[config.mk]
export PLATFORM = sky130hd
export DESIGN_NAME = mv_addr_resolver
export DESIGN_NICKNAME = d
export VERILOG_FILES = /design/src/rtl/mv_resolver_pkg.sv /design/src/rtl/mv_boot_stage.sv /design/src/rtl/mv_offset_decoder.sv /design/src/rtl/mv_addr_resolver.sv
export SDC_FILE = /design/constraint.sdc
export NUM_CORES = 1
export LEC_CHECK = 0
export BUFFER_PORTS_ARGS = -buffer_cell sky130_fd_sc_hd__buf_2
export CAP_MARGIN = 25
export CORE_ASPECT_RATIO = 1.5
export CORE_MARGIN = 1
export CORE_UTILIZATION = 47
export CTS_CLUSTER_DIAMETER = 50
export DETAILED_ROUTE_END_ITERATION = 8
export PLACE_DENSITY = 0.87
export SETUP_SLACK_MARGIN = 0.15
export SYNTH_ARGS = -nofsm -noshare
export SYNTH_HDL_FRONTEND = slang
export SYNTH_SLANG_ARGS = --single-unit
[constraint.sdc]
create_clock -name clk_i -period 5.1 [get_ports clk_i]
set_clock_uncertainty 0.1 [all_clocks]
set_input_delay 1.53 -clock clk_i [delete_from_list [all_inputs] [get_ports clk_i]]
set_output_delay 1.53 -clock clk_i [all_outputs]
set_load 0.02 [all_outputs]
[src/rtl/mv_resolver_pkg.sv]
package mv_resolver_pkg;
  localparam int START_W = 12;
  localparam int AADDR_W = 10;
  localparam int STATE_W = 16;
  localparam int MODE_W  = 2;
  localparam int BOOT_W  = 1 + MODE_W + AADDR_W + START_W;
  localparam int OFF_W   = $clog2(STATE_W);

  typedef enum logic [MODE_W-1:0] {
    MODE_DIRECT = 2'd0,
    MODE_SWITCH = 2'd1,
    MODE_PRIO   = 2'd2,
    MODE_CASE4  = 2'd3
  } dec_mode_e;

  typedef struct packed {
    logic                 src_ext;
    dec_mode_e            mode;
    logic [AADDR_W-1:0]   aff_addr;
    logic [START_W-1:0]   start;
  } boot_word_t;
endpackage

[src/rtl/mv_boot_stage.sv]
module mv_boot_stage
  import mv_resolver_pkg::*;
(
  input  logic               clk_i,
  input  logic               rst_ni,
  input  logic               valid_i,
  input  boot_word_t         boot_i,
  output logic               valid_o,
  output logic               src_ext_o,
  output dec_mode_e          mode_o,
  output logic [START_W-1:0] start_o
);
  always_ff @(posedge clk_i or negedge rst_ni) begin
    if (!rst_ni) begin
      valid_o   <= 1'b0;
      src_ext_o <= 1'b0;
      mode_o    <= MODE_DIRECT;
      start_o   <= '0;
    end else begin
      valid_o <= valid_i;
      if (valid_i) begin
        src_ext_o <= boot_i.src_ext;
        mode_o    <= boot_i.mode;
        start_o   <= boot_i.start;
      end
    end
  end
endmodule

[src/rtl/mv_offset_decoder.sv]
module mv_offset_decoder
  import mv_resolver_pkg::*;
#(
  parameter int DIRECT_LIM = 11,
  parameter int PRIO_LIM   = 7
) (
  input  dec_mode_e          mode_i,
  input  logic [STATE_W-1:0] state_i,
  output logic [OFF_W-1:0]   off_o,
  output logic [OFF_W-1:0]   lim_o,
  output logic               clamp_o
);
  logic [OFF_W-1:0] raw_off;
  logic [OFF_W-1:0] prio_idx;

  // highest set bit wins; later iterations override earlier
  always_comb begin
    prio_idx = '0;
    for (int b = 0; b < STATE_W; b++) begin
      if (state_i[b]) prio_idx = OFF_W'(b);
    end
  end

  always_comb begin
    unique case (mode_i)
      MODE_DIRECT: begin raw_off = state_i[OFF_W-1:0];           lim_o = OFF_W'(DIRECT_LIM); end
      MODE_SWITCH: begin raw_off = OFF_W'(state_i[0]);           lim_o = OFF_W'(1);          end
      MODE_PRIO:   begin raw_off = prio_idx;                     lim_o = OFF_W'(PRIO_LIM);   end
      default:     begin raw_off = OFF_W'(state_i[1:0]);         lim_o = OFF_W'(3);          end
    endcase
  end

  assign clamp_o = raw_off > lim_o;
  assign off_o   = clamp_o ? lim_o : raw_off;
endmodule

[src/rtl/mv_addr_resolver.sv]
module mv_addr_resolver
  import mv_resolver_pkg::*;
#(
  parameter int DIRECT_LIM = 11,
  parameter int PRIO_LIM   = 7
) (
  input  logic               clk_i,
  input  logic               rst_ni,
  input  logic               boot_valid_i,
  input  logic [BOOT_W-1:0]  boot_word_i,
  output logic               int_rd_en_o,
  output logic [AADDR_W-1:0] int_rd_addr_o,
  input  logic [STATE_W-1:0] int_rd_data_i,
  output logic               ext_rd_en_o,
  output logic [AADDR_W-1:0] ext_rd_addr_o,
  input  logic [STATE_W-1:0] ext_rd_data_i,
  output logic               addr_valid_o,
  output logic [START_W-1:0] addr_o,
  output logic               clamp_err_o
);
  boot_word_t         boot;
  logic               s1_valid;
  logic               s1_src_ext;
  dec_mode_e          s1_mode;
  logic [START_W-1:0] s1_start;
  logic [STATE_W-1:0] state_word;
  logic [OFF_W-1:0]   off;
  logic [OFF_W-1:0]   lim;
  logic               clamp;

  assign boot          = boot_word_t'(boot_word_i);
  assign int_rd_en_o   = boot_valid_i & ~boot.src_ext;
  assign ext_rd_en_o   = boot_valid_i &  boot.src_ext;
  assign int_rd_addr_o = boot.aff_addr;
  assign ext_rd_addr_o = boot.aff_addr;

  mv_boot_stage u_stage (
    .clk_i    (clk_i),
    .rst_ni   (rst_ni),
    .valid_i  (boot_valid_i),
    .boot_i   (boot),
    .valid_o  (s1_valid),
    .src_ext_o(s1_src_ext),
    .mode_o   (s1_mode),
    .start_o  (s1_start)
  );

  assign state_word = s1_src_ext ? ext_rd_data_i : int_rd_data_i;

  mv_offset_decoder #(
    .DIRECT_LIM(DIRECT_LIM),
    .PRIO_LIM  (PRIO_LIM)
  ) u_dec (
    .mode_i (s1_mode),
    .state_i(state_word),
    .off_o  (off),
    .lim_o  (lim),
    .clamp_o(clamp)
  );

  always_ff @(posedge clk_i or negedge rst_ni) begin
    if (!rst_ni) begin
      addr_valid_o <= 1'b0;
      addr_o       <= '0;
      clamp_err_o  <= 1'b0;
    end else begin
      addr_valid_o <= s1_valid;
      if (s1_valid) begin
        addr_o <= s1_start + START_W'(off);
        if (clamp) clamp_err_o <= 1'b1;
      end
    end
  end

  // one read port per descriptor
  p_one_port_r2: assert property (@(posedge clk_i) disable iff (!rst_ni)
    $onehot0({int_rd_en_o, ext_rd_en_o}) && (boot_valid_i == (int_rd_en_o | ext_rd_en_o)));

  // fixed two-edge latency
  p_latency_r7: assert property (@(posedge clk_i) disable iff (!rst_ni)
    boot_valid_i |=> s1_valid ##1 addr_valid_o);

  // decoded offset never beyond the mode limit
  p_in_range_r8: assert property (@(posedge clk_i) disable iff (!rst_ni)
    s1_valid |-> (off <= lim));

  // error flag is sticky
  p_err_sticky_r8: assert property (@(posedge clk_i) disable iff (!rst_ni)
    clamp_err_o |=> clamp_err_o);

  // no result without a descriptor two edges back
  p_no_spurious_r7: assert property (@(posedge clk_i) disable iff (!rst_ni)
    !s1_valid |=> !addr_valid_o);
endmodule

; Word level (Yosys, flattened, before mapping)
; Cells that the tools add are included.
[totals]
reg_bits = 30
in_bits = 60
[op_classes]
n_addsub = 1
magnitude_cmp = 1
n_eq_ne = 2
mux = 19
bitwise = 3
n_reduce_logical = 2
[ops]
columns = op, count
row1 = $mux W4, 9
row2 = $pmux W4 S3, 2
row3 = $mux W16, 1
row4 = $add A12 B4 Y12, 1
row5 = $mux W3, 4
row6 = $gt A4 B4 Y1, 1
row7 = $mux W2, 2
row8 = $and A1 B1 Y1, 2
row9 = $eq A2 B1 Y1 const B, 1
row10 = $eq A2 B2 Y1 const B, 1
row11 = $logic_not A2 Y1, 1
row12 = $reduce_and A2 Y1, 1
row13 = $mux W1, 1
row14 = $not A1 Y1, 1

; Depth between registers and ports, before layout
; Gate-level depths: netlist of run 1.
[depth]
ltp_word = 20
mapped_depth = 19

; Cells and area by module
; A second synthesis of run 1 with hierarchy kept.
[hier_totals]
cells_unflattened = 209
hier_area_um2 = 2150.8
[by_module_without_submodules]
columns = module, instances, cells_each, area_per_inst_um2
row1 = mv_addr_resolver, 1, 121, 1156.1
row2 = mv_boot_stage, 1, 33, 638.1
row3 = mv_offset_decoder, 1, 55, 356.6

; Worst setup path before layout of run 1
; Ideal clock, no wire load.
[synth_timing]
path_type = input to register
from = in int_rd_data_i[3]
to = reg addr_o[9]
t_arrival_ns = 4.767
t_required_ns = 4.863
setup_slack_ns = 0.096
path_stages = 16
n_path_buf = 0
path_cell_list = or2_2 o22ai_1 o221ai_1 a311o_1 o2bb2ai_1 ha_1 and3_1 a31oi_2 mux2_2 ha_1 a21o_1 a21o_1 a21oi_1 and4b_1 xnor2_1 a21oi_1
[synth_between]
elab_chain_len = 18
[synth_rtl]
columns = item, line
row1 = start: declaration, mv_addr_resolver.sv:13  ; input logic [STATE_W-1:0] int_rd_data_i,
row2 = $mux W16 (*), mv_addr_resolver.sv:48  ; assign state_word = s1_src_ext ? ext_rd_data_i : int_rd_data_i;
row3 = $mux W2, mv_offset_decoder.sv:20  ; if (state_i[b]) prio_idx = OFF_W'(b);
row4 = $mux W3 (4 in a row), mv_offset_decoder.sv:20
row5 = $mux W4 (8 in a row), mv_offset_decoder.sv:20
row6 = $pmux W4 S3 (*), mv_offset_decoder.sv:25  ; unique case (mode_i)
row7 = $gt A4 B4 Y1, mv_offset_decoder.sv:33  ; assign clamp_o = raw_off > lim_o;
row8 = $mux W4 (*), mv_offset_decoder.sv:34  ; assign off_o = clamp_o ? lim_o : raw_off;
row9 = $add A12 B4 Y12 (*), mv_addr_resolver.sv:69  ; addr_o <= s1_start + START_W'(off);
row10 = end signal: assignment, mv_addr_resolver.sv:69
row11 = end: declaration, mv_addr_resolver.sv:18  ; output logic [START_W-1:0] addr_o,
; Every way passes the cells marked *; elsewhere a longest branch is shown, timed or not.
; A chain may end at the register's enable or synchronous reset.

; Worst setup path after layout of run 1
[layout_timing]
from = in ext_rd_data_i[3]
to = reg addr_o[9]
[layout_between]
elab_chain_len = 18
[layout_rtl]
columns = item, line
row1 = start: declaration, mv_addr_resolver.sv:16  ; input logic [STATE_W-1:0] ext_rd_data_i,
row2 = $mux W16 (*), mv_addr_resolver.sv:48
row3 = $mux W2, mv_offset_decoder.sv:20
row4 = $mux W3 (4 in a row), mv_offset_decoder.sv:20
row5 = $mux W4 (8 in a row), mv_offset_decoder.sv:20
row6 = $pmux W4 S3 (*), mv_offset_decoder.sv:25
row7 = $gt A4 B4 Y1, mv_offset_decoder.sv:33
row8 = $mux W4 (*), mv_offset_decoder.sv:34
row9 = $add A12 B4 Y12 (*), mv_addr_resolver.sv:69
; Marks and branches as above.

==> out/summary.txt, run 1 <==
Status -> finished clean
Die ar. -> 0.00464 mm2
Final #Nets -> 337
Die width -> 55.9 um
# IOs -> 96
Vias per cell -> 5.49
Gr usage total -> 0.205
Clock sink count -> 30
Worst setup EP type -> flop
Highest Signal Layer -> met4
Slowest CP cell -> mux2_4
Static Leak -> 0.00119 uW
Crit start category -> primary input
Root Buffer -> clkbuf_8
Switching share of power -> 0.341
First-pass GRT wire length -> 7.33 mm
Crit path top cell by count -> a21o_1
Post-Syn Area per Cell -> 9.91 um2
Inserted Clock Buffers -> 5
Tightest Pin Transition -> 0.699 ns
Area of the multi-input gates -> 0.00120 mm2
Max cap viols -> 0
RSZ-0062 raised after global routing -> true
Worst skew pair latency -> 0.28 ns
Worst path required time -> 5.14 ns
Primary FF master, synth -> dfrtp_1
Ant. Diodes -> 0
H-Tree Depth -> 2
Max frequency -> 205 MHz
Die Y -> 82.9 um
GR Overflow Total -> 0
# setup viols final -> 0
Rel. slew slack -> 0.534
Total number of vias -> 1,728
Max incr delay on CP -> 0.36 ns
Quantity of hold-fixing buffers added after cts -> 0
Number of DRC markers in iteration 0 -> 69
Largest net degree at the start of global routing -> 31
Clock Power Share -> 0.210
CP Cell Sequence -> buf_2 -> or2b_1 -> o22ai_2 -> o221ai_2 -> a311o_1 -> o2bb2ai_2 -> ha_1 -> and3_4 -> a31oi_4 -> mux2_4 -> ha_4 -> a21o_1 -> a21o_1 -> a21oi_2 -> and4b_1 -> xnor2_1 -> a21oi_1
Drt drc -> 0
Worst min path class -> reg -> reg
# port buffers -> 65
Fin util -> 0.611
P_int -> 545 uW
Longest Clk Path Bufs -> 2
Antenna Nets Post-Route -> 0
Worst Hold Margin -> 0.367 ns
Worst IR Drop VDD -> 0.425 mV
Combinational power share -> 0.416
Final worst-path cycle share -> 0.956
Layout fillers -> 373
Final hold viol count -> 0
Clock transition at the registers of the reported paths -> 0.06 ns
Core Area -> 0.00421 mm2
Layout cells sized above 1 -> 0.472
Arr. time, crit path -> 4.92 ns
Synth unique cells -> 44
First drt pass iteration count -> 5
NetSw -> 283 uW
GPL Wtd Cong -> 0.786
Sequential Power Share -> 0.374
Initial antenna violation count -> 0
Area Growth Syn to Fin -> 25.4%
Yosys reg bits -> 30
Pwr dens -> 322 mW/mm2
Register area -> 751 um2
DR WL met3 -> 248 um
Number of enable flip-flop cells after synthesis -> 0
DR WL/cell -> 14.9 um
Num rows -> 29
Synthesized Nets -> 275
Post-Route M1 WL -> 1.62 mm
Crit path max fanout -> 4
Seq/Total Area, Yosys -> 0.366
Tmin final -> 4.87 ns
Synthesized area -> 0.00205 mm2
Synth Instances -> 207
Yosys warns -> 0
Final Slew Violations -> 0
FFs w/ async S/R, synth -> 1.00
Initial Util -> 0.487
Vias in the first global route -> 1,747
TritonCTS clock tree -> done
Routed wire length -> 4.71 mm
Dpl hpwl -> 3.45 mm
Setup CP Type -> in -> reg
Met2 WL -> 2.69 mm
==> registers in the layout, summed over array words and instances, names as in the netlist <==
register,flops
addr_o,12
u_stage.src_ext_o,1
u_stage.valid_o,1
addr_valid_o,1
u_stage.mode_o,2
clamp_err_o,1
u_stage.start_o,12
==> power groups by stage <==
stage	Clock (uW)	Sequential [uW]	Combinational, uW
global placement	0	311	291
global route	189	317	372
floorplan	0	340	183
CTS	179	309	321
detailed placement	0	313	303
finish	174	310	345
==> final timing paths <==
path	startpoint	endpoint	slack, ns	depth (start not counted)
setup / recovery	ext_rd_data_i[3]	addr_o[9]$_DFFE_PN0P_	0.23	17
hold / removal	clamp_err_o$_DFFE_PN0P_	clamp_err_o$_DFFE_PN0P_	0.37	1
setup reg to reg	u_stage.src_ext_o$_DFFE_PN0P_	addr_o[9]$_DFFE_PN0P_	0.69	17
hold reg to reg	clamp_err_o$_DFFE_PN0P_	clamp_err_o$_DFFE_PN0P_	0.37	1
max in group asynchronous	rst_ni	addr_o[6]$_DFFE_PN0P_	3.31	1
min in group asynchronous	rst_ni	addr_o[8]$_DFFE_PN0P_	1.17	1
==> cell families (layout without fill, tap and decap cells) <==
family / after synthesis / count (layout) / synth area share
simple gates: 54 / 54 / 0.140
compound gates: 47 / 47 / 0.159
buf+inv: 34 / 96 / 0.110
flops: 30 / 30 / 0.366
mux: 24 / 24 / 0.130
xor+xnor: 10 / 10 / 0.0427
fa+ha+maj: 8 / 8 / 0.0525
==> critical path: cells and delay by family <==
| family | cells | cell delay, ns |
|---|---|---|
| AO/OA/AOI/OAI | 9 | 1.61 |
| AND/OR/NAND/NOR | 3 | 0.66 |
| adder cells (fa/ha/maj) | 2 | 0.52 |
| multiplexers | 1 | 0.36 |
| XOR/XNOR | 1 | 0.15 |
| buffers and inverters | 1 | 0.09 |
==> layout by cell type, fill, tap and decap left out, drive strengths merged, types with 4 or more instances in the layout <==
cell type	netlist	final
buf	24	82
dfrtp	30	30
mux2	21	21
a21oi	18	18
nor2	16	16
inv	7	7
nor2b	7	7
nand2	7	7
ha	7	7
clkbuf	3	7
xor2	6	6
nor3	6	6
o21ai	6	6
a21o	5	5
xnor2	4	4
o32ai	4	4
==> stage by stage <==
step                      power (uW)  instance area (um2)  TNS [ns]  setup slack [ns]  cells
final                            828                 2570         0             0.226    315
after global routing             878                 2570         0            0.0748    315
after CTS                        810                 2480         0             0.150    313
after detailed placement         616                 2350     -1.29            -0.216    305
after global placement           603                 2350    -0.250           -0.0697    305
after floorplan                  524                 2060         0             0.165    207
==> cell type report <==
| cell class | instances | area share |
|---|---|---|
| timing repair buffer | 82 | 0.178 |
| clock buffer | 7 | 0.0297 |
| inverter | 7 | 0.0102 |
| sequential | 30 | 0.292 |
| multi-input combinational | 143 | 0.468 |
| tap | 46 | 0.0224 |
==> cells in the mapped netlist, types with 3 or more instances <==
master,count,share of area
a21o_1,5,0.018
a21oi_1,18,0.044
and3_1,3,0.0092
buf_4,21,0.077
clkbuf_1,3,0.0055
dfrtp_1,30,0.37
ha_1,7,0.043
inv_1,7,0.013
mux2_2,21,0.12
mux2i_1,3,0.015
nand2_1,7,0.013
nand2b_1,3,0.0092
nor2_1,16,0.029
nor2b_1,7,0.021
nor3_1,6,0.015
o21ai_0,6,0.015
o32ai_1,3,0.013
or2b_1,3,0.011
xnor2_1,4,0.017
xor2_1,6,0.026
==> per-layer routing <==
layer	global-route usage	vias to the layer above
met4	0.115	0
met2	0.396	53
met1	0.189	815
li1	-	844
met3	0.0452	16
met5	0	-
==> timing repair <==
action | CTS | global route
pin swaps | 3 | 11
buffers inserted | 1 | 2
gates resized for setup | 8 | 13
setup endpoints to repair | 6 | 9
Note: power is estimated with default switching activity, not from simulation.
==> run 2: changes to the inputs <==
--- a/config.mk
+++ b/config.mk
@@ -5,14 +5,14 @@
 export SDC_FILE = /design/constraint.sdc
 export NUM_CORES = 1
 export LEC_CHECK = 0
-export BUFFER_PORTS_ARGS = -buffer_cell sky130_fd_sc_hd__buf_2
+export BUFFER_PORTS_ARGS = -buffer_cell sky130_fd_sc_hd__clkbuf_2
 export CAP_MARGIN = 25
 export CORE_ASPECT_RATIO = 1.5
 export CORE_MARGIN = 1
-export CORE_UTILIZATION = 47
+export CORE_UTILIZATION = 48
 export CTS_CLUSTER_DIAMETER = 50
 export DETAILED_ROUTE_END_ITERATION = 8
-export PLACE_DENSITY = 0.87
+export PLACE_DENSITY = 0.88
 export SETUP_SLACK_MARGIN = 0.15
 export SYNTH_ARGS = -nofsm -noshare
 export SYNTH_HDL_FRONTEND = slang
==> constraint.sdc (replaced) <==
create_clock -name clk_i -period 6.05 [get_ports clk_i]
set_clock_uncertainty 0.1 [all_clocks]
set_input_delay 1.815 -clock clk_i [delete_from_list [all_inputs] [get_ports clk_i]]
set_output_delay 1.815 -clock clk_i [all_outputs]
set_load 0.02 [all_outputs]
==> run 2 against run 1 <==
Effect of this change:
- the run now ends with design-rule violations left
- routed wire length shrank 11%
- largest cell class unchanged
- critical path depth is the same
- register-to-register slack gained 0.63 ns
- worst setup slack gained 0.42 ns
- core utilization shrank 3.4 points
- via count shrank 1.9%
- cell area shrank 9.6%
- final cell count shrank 5.4%
- first-iteration DRC count grew 26%
- hold slack lost 0.00077 ns
- global-route usage shrank 0.69 points
- non-clock buffer count shrank 17
==> out/summary.txt, run 2 (synthesis results as in run 1) <==
Crit start category -> primary input
Vias per cell -> 5.69
Dpl hpwl -> 3.28 mm
Clock transition at the registers of the reported paths -> 0.06 ns
Layout Cells excl Fill -> 298
GPL Wtd Cong -> 0.831
Num rows -> 28
Max frequency -> 185 MHz
Area of the multi-input gates -> 0.00107 mm2
Final worst-path cycle share -> 0.893
Quantity of hold-fixing buffers added after cts -> 0
TritonCTS clock tree -> done
NetSw -> 220 uW
PostCTS Resize Cnt -> 0
Worst min path class -> reg -> reg
Largest net degree at the start of global routing -> 31
Layout fillers -> 344
Number of DRC markers in iteration 0 -> 87
Die width -> 55.4 um
Initial antenna violation count -> 0
Clock sink count -> 30
Max cap viols -> 0
Status -> finished, violations left
Post-route cell area -> 0.00232 mm2
Initial Util -> 0.509
# port buffers -> 65
GR Overflow Total -> 0
Area Growth Syn to Fin -> 13.4%
Tightest Pin Transition -> 0.826 ns
CP Cell Sequence -> clkbuf_2 -> or2_2 -> o22ai_1 -> o221ai_1 -> a311o_1 -> o2bb2ai_1 -> ha_1 -> and3_1 -> a31oi_2 -> mux2_2 -> ha_1 -> a21o_1 -> a21o_1 -> a21oi_1 -> and4b_1 -> xnor2_1 -> a21oi_1
Routed wire length -> 4.20 mm
Most frequent cells in the layout -> 65 x clkbuf_2, 30 x dfrtp_1, 21 x mux2_2
Die Y -> 82.1 um
Antenna Nets Post-Route -> 0
RSZ-0062 raised after global routing -> false
Core Area -> 0.00403 mm2
H-Tree Depth -> 2
DR WL/cell -> 14.1 um
Total negative slack -> 0 ns
Crit path max fanout -> 4
Most common library cell in the layout ignoring fill and taps -> clkbuf_2
Cell Area, Placed -> 0.00223 mm2
Worst skew pair latency -> 0.28 ns
Tmin final -> 5.40 ns
Clock Power Share -> 0.253
Layout cells sized above 1 -> 0.383
Total setup buffers inserted after CTS -> 0
Drt drc -> 1
Setup CP Type -> in -> reg
Worst IR Drop VDD -> 0.247 mV
First drt pass iteration count -> 6
Failing checks -> design-rule violations
Die ar. -> 0.00454 mm2
Switching share of power -> 0.338
Rel. slew slack -> 0.450
Final #Nets -> 320
# setup viols final -> 0
Gr usage total -> 0.198
Biggest regs -> addr_o: 12 flops, u_stage.start_o: 12 flops, u_stage.mode_o: 2 flops
Register area -> 751 um2
Root Buffer -> clkbuf_8
Combinational power share -> 0.341
Worst path required time -> 6.08 ns
Worst setup EP type -> flop
Static Leak -> 0.00110 uW
Slowest CP cell -> mux2_2
Sequential Power Share -> 0.406
Total number of vias -> 1,695
Max incr delay on CP -> 0.40 ns
Final hold viol count -> 0
Pwr dens -> 280 mW/mm2
Arr. time, crit path -> 5.44 ns
P_int -> 430 uW
Longest Clk Path Bufs -> 2
Vias in the first global route -> 1,696
Placed cells -> 290
Ant. Diodes -> 0
Inserted Clock Buffers -> 5
Final Slew Violations -> 0
First-pass GRT wire length -> 6.97 mm
# IOs -> 96
run 2: cell type report:
class,count,area share
Tap cell,45,0.0242
Multi-Input combinational cell,143,0.462
Sequential cell,30,0.323
Inverter,7,0.0113
Clock inverter,1,0.00215
Timing Repair Buffer,65,0.140
Clock buffer,7,0.0371
run 2: worst paths after layout:
check / startpoint / endpoint / slack [ns] / depth (start not counted)
max reg2reg: u_stage.src_ext_o$_DFFE_PN0P_ / addr_o[9]$_DFFE_PN0P_ / 1.32 / 16
min reg2reg: clamp_err_o$_DFFE_PN0P_ / clamp_err_o$_DFFE_PN0P_ / 0.37 / 1
min in group asynchronous: rst_ni / addr_o[4]$_DFFE_PN0P_ / 1.47 / 1
max: int_rd_data_i[3] / addr_o[9]$_DFFE_PN0P_ / 0.65 / 17
min: clamp_err_o$_DFFE_PN0P_ / clamp_err_o$_DFFE_PN0P_ / 0.37 / 1
max in group asynchronous: rst_ni / addr_o[11]$_DFFE_PN0P_ / 3.91 / 1
run 2: power by group through the flow:
stage	combinational, uW	clock, uW	sequential (uW)
finish	222	164	264
global route	245	179	269
CTS	225	171	264
detailed placement	225	0	267
global placement	216	0	266
floorplan	150	0	287
run 2: layer usage:
layer  routed length [um]  part of all wire  track usage
met5                    0                 0            0
met4                   87             0.021        0.100
met3                  255             0.061       0.0520
met2                 2250              0.54        0.378
met1                 1610              0.38        0.196
run 2: worst max-delay path: cells and delay by family:
kind                     cells  cell delay, ns
AO/OA/AOI/OAI                9            1.71
XOR/XNOR                     1            0.15
adder cells (fa/ha/maj)      2            0.58
buffers and inverters        1            0.07
multiplexers                 1            0.40
AND/OR/NAND/NOR              3            0.72
run 2: metrics by stage:
step           hold slack [ns]  power (uW)  worst slack [ns]  utilization
2_1_floorplan            0.298         437             0.761            -
3_3_place_gp             0.357         482             0.522        0.554
3_5_place_dp             0.358         492             0.366        0.554
4_1_cts                  0.373         660             0.675        0.577
5_1_grt                  0.379         694             0.380        0.577
6_report                 0.366         650             0.648        0.577
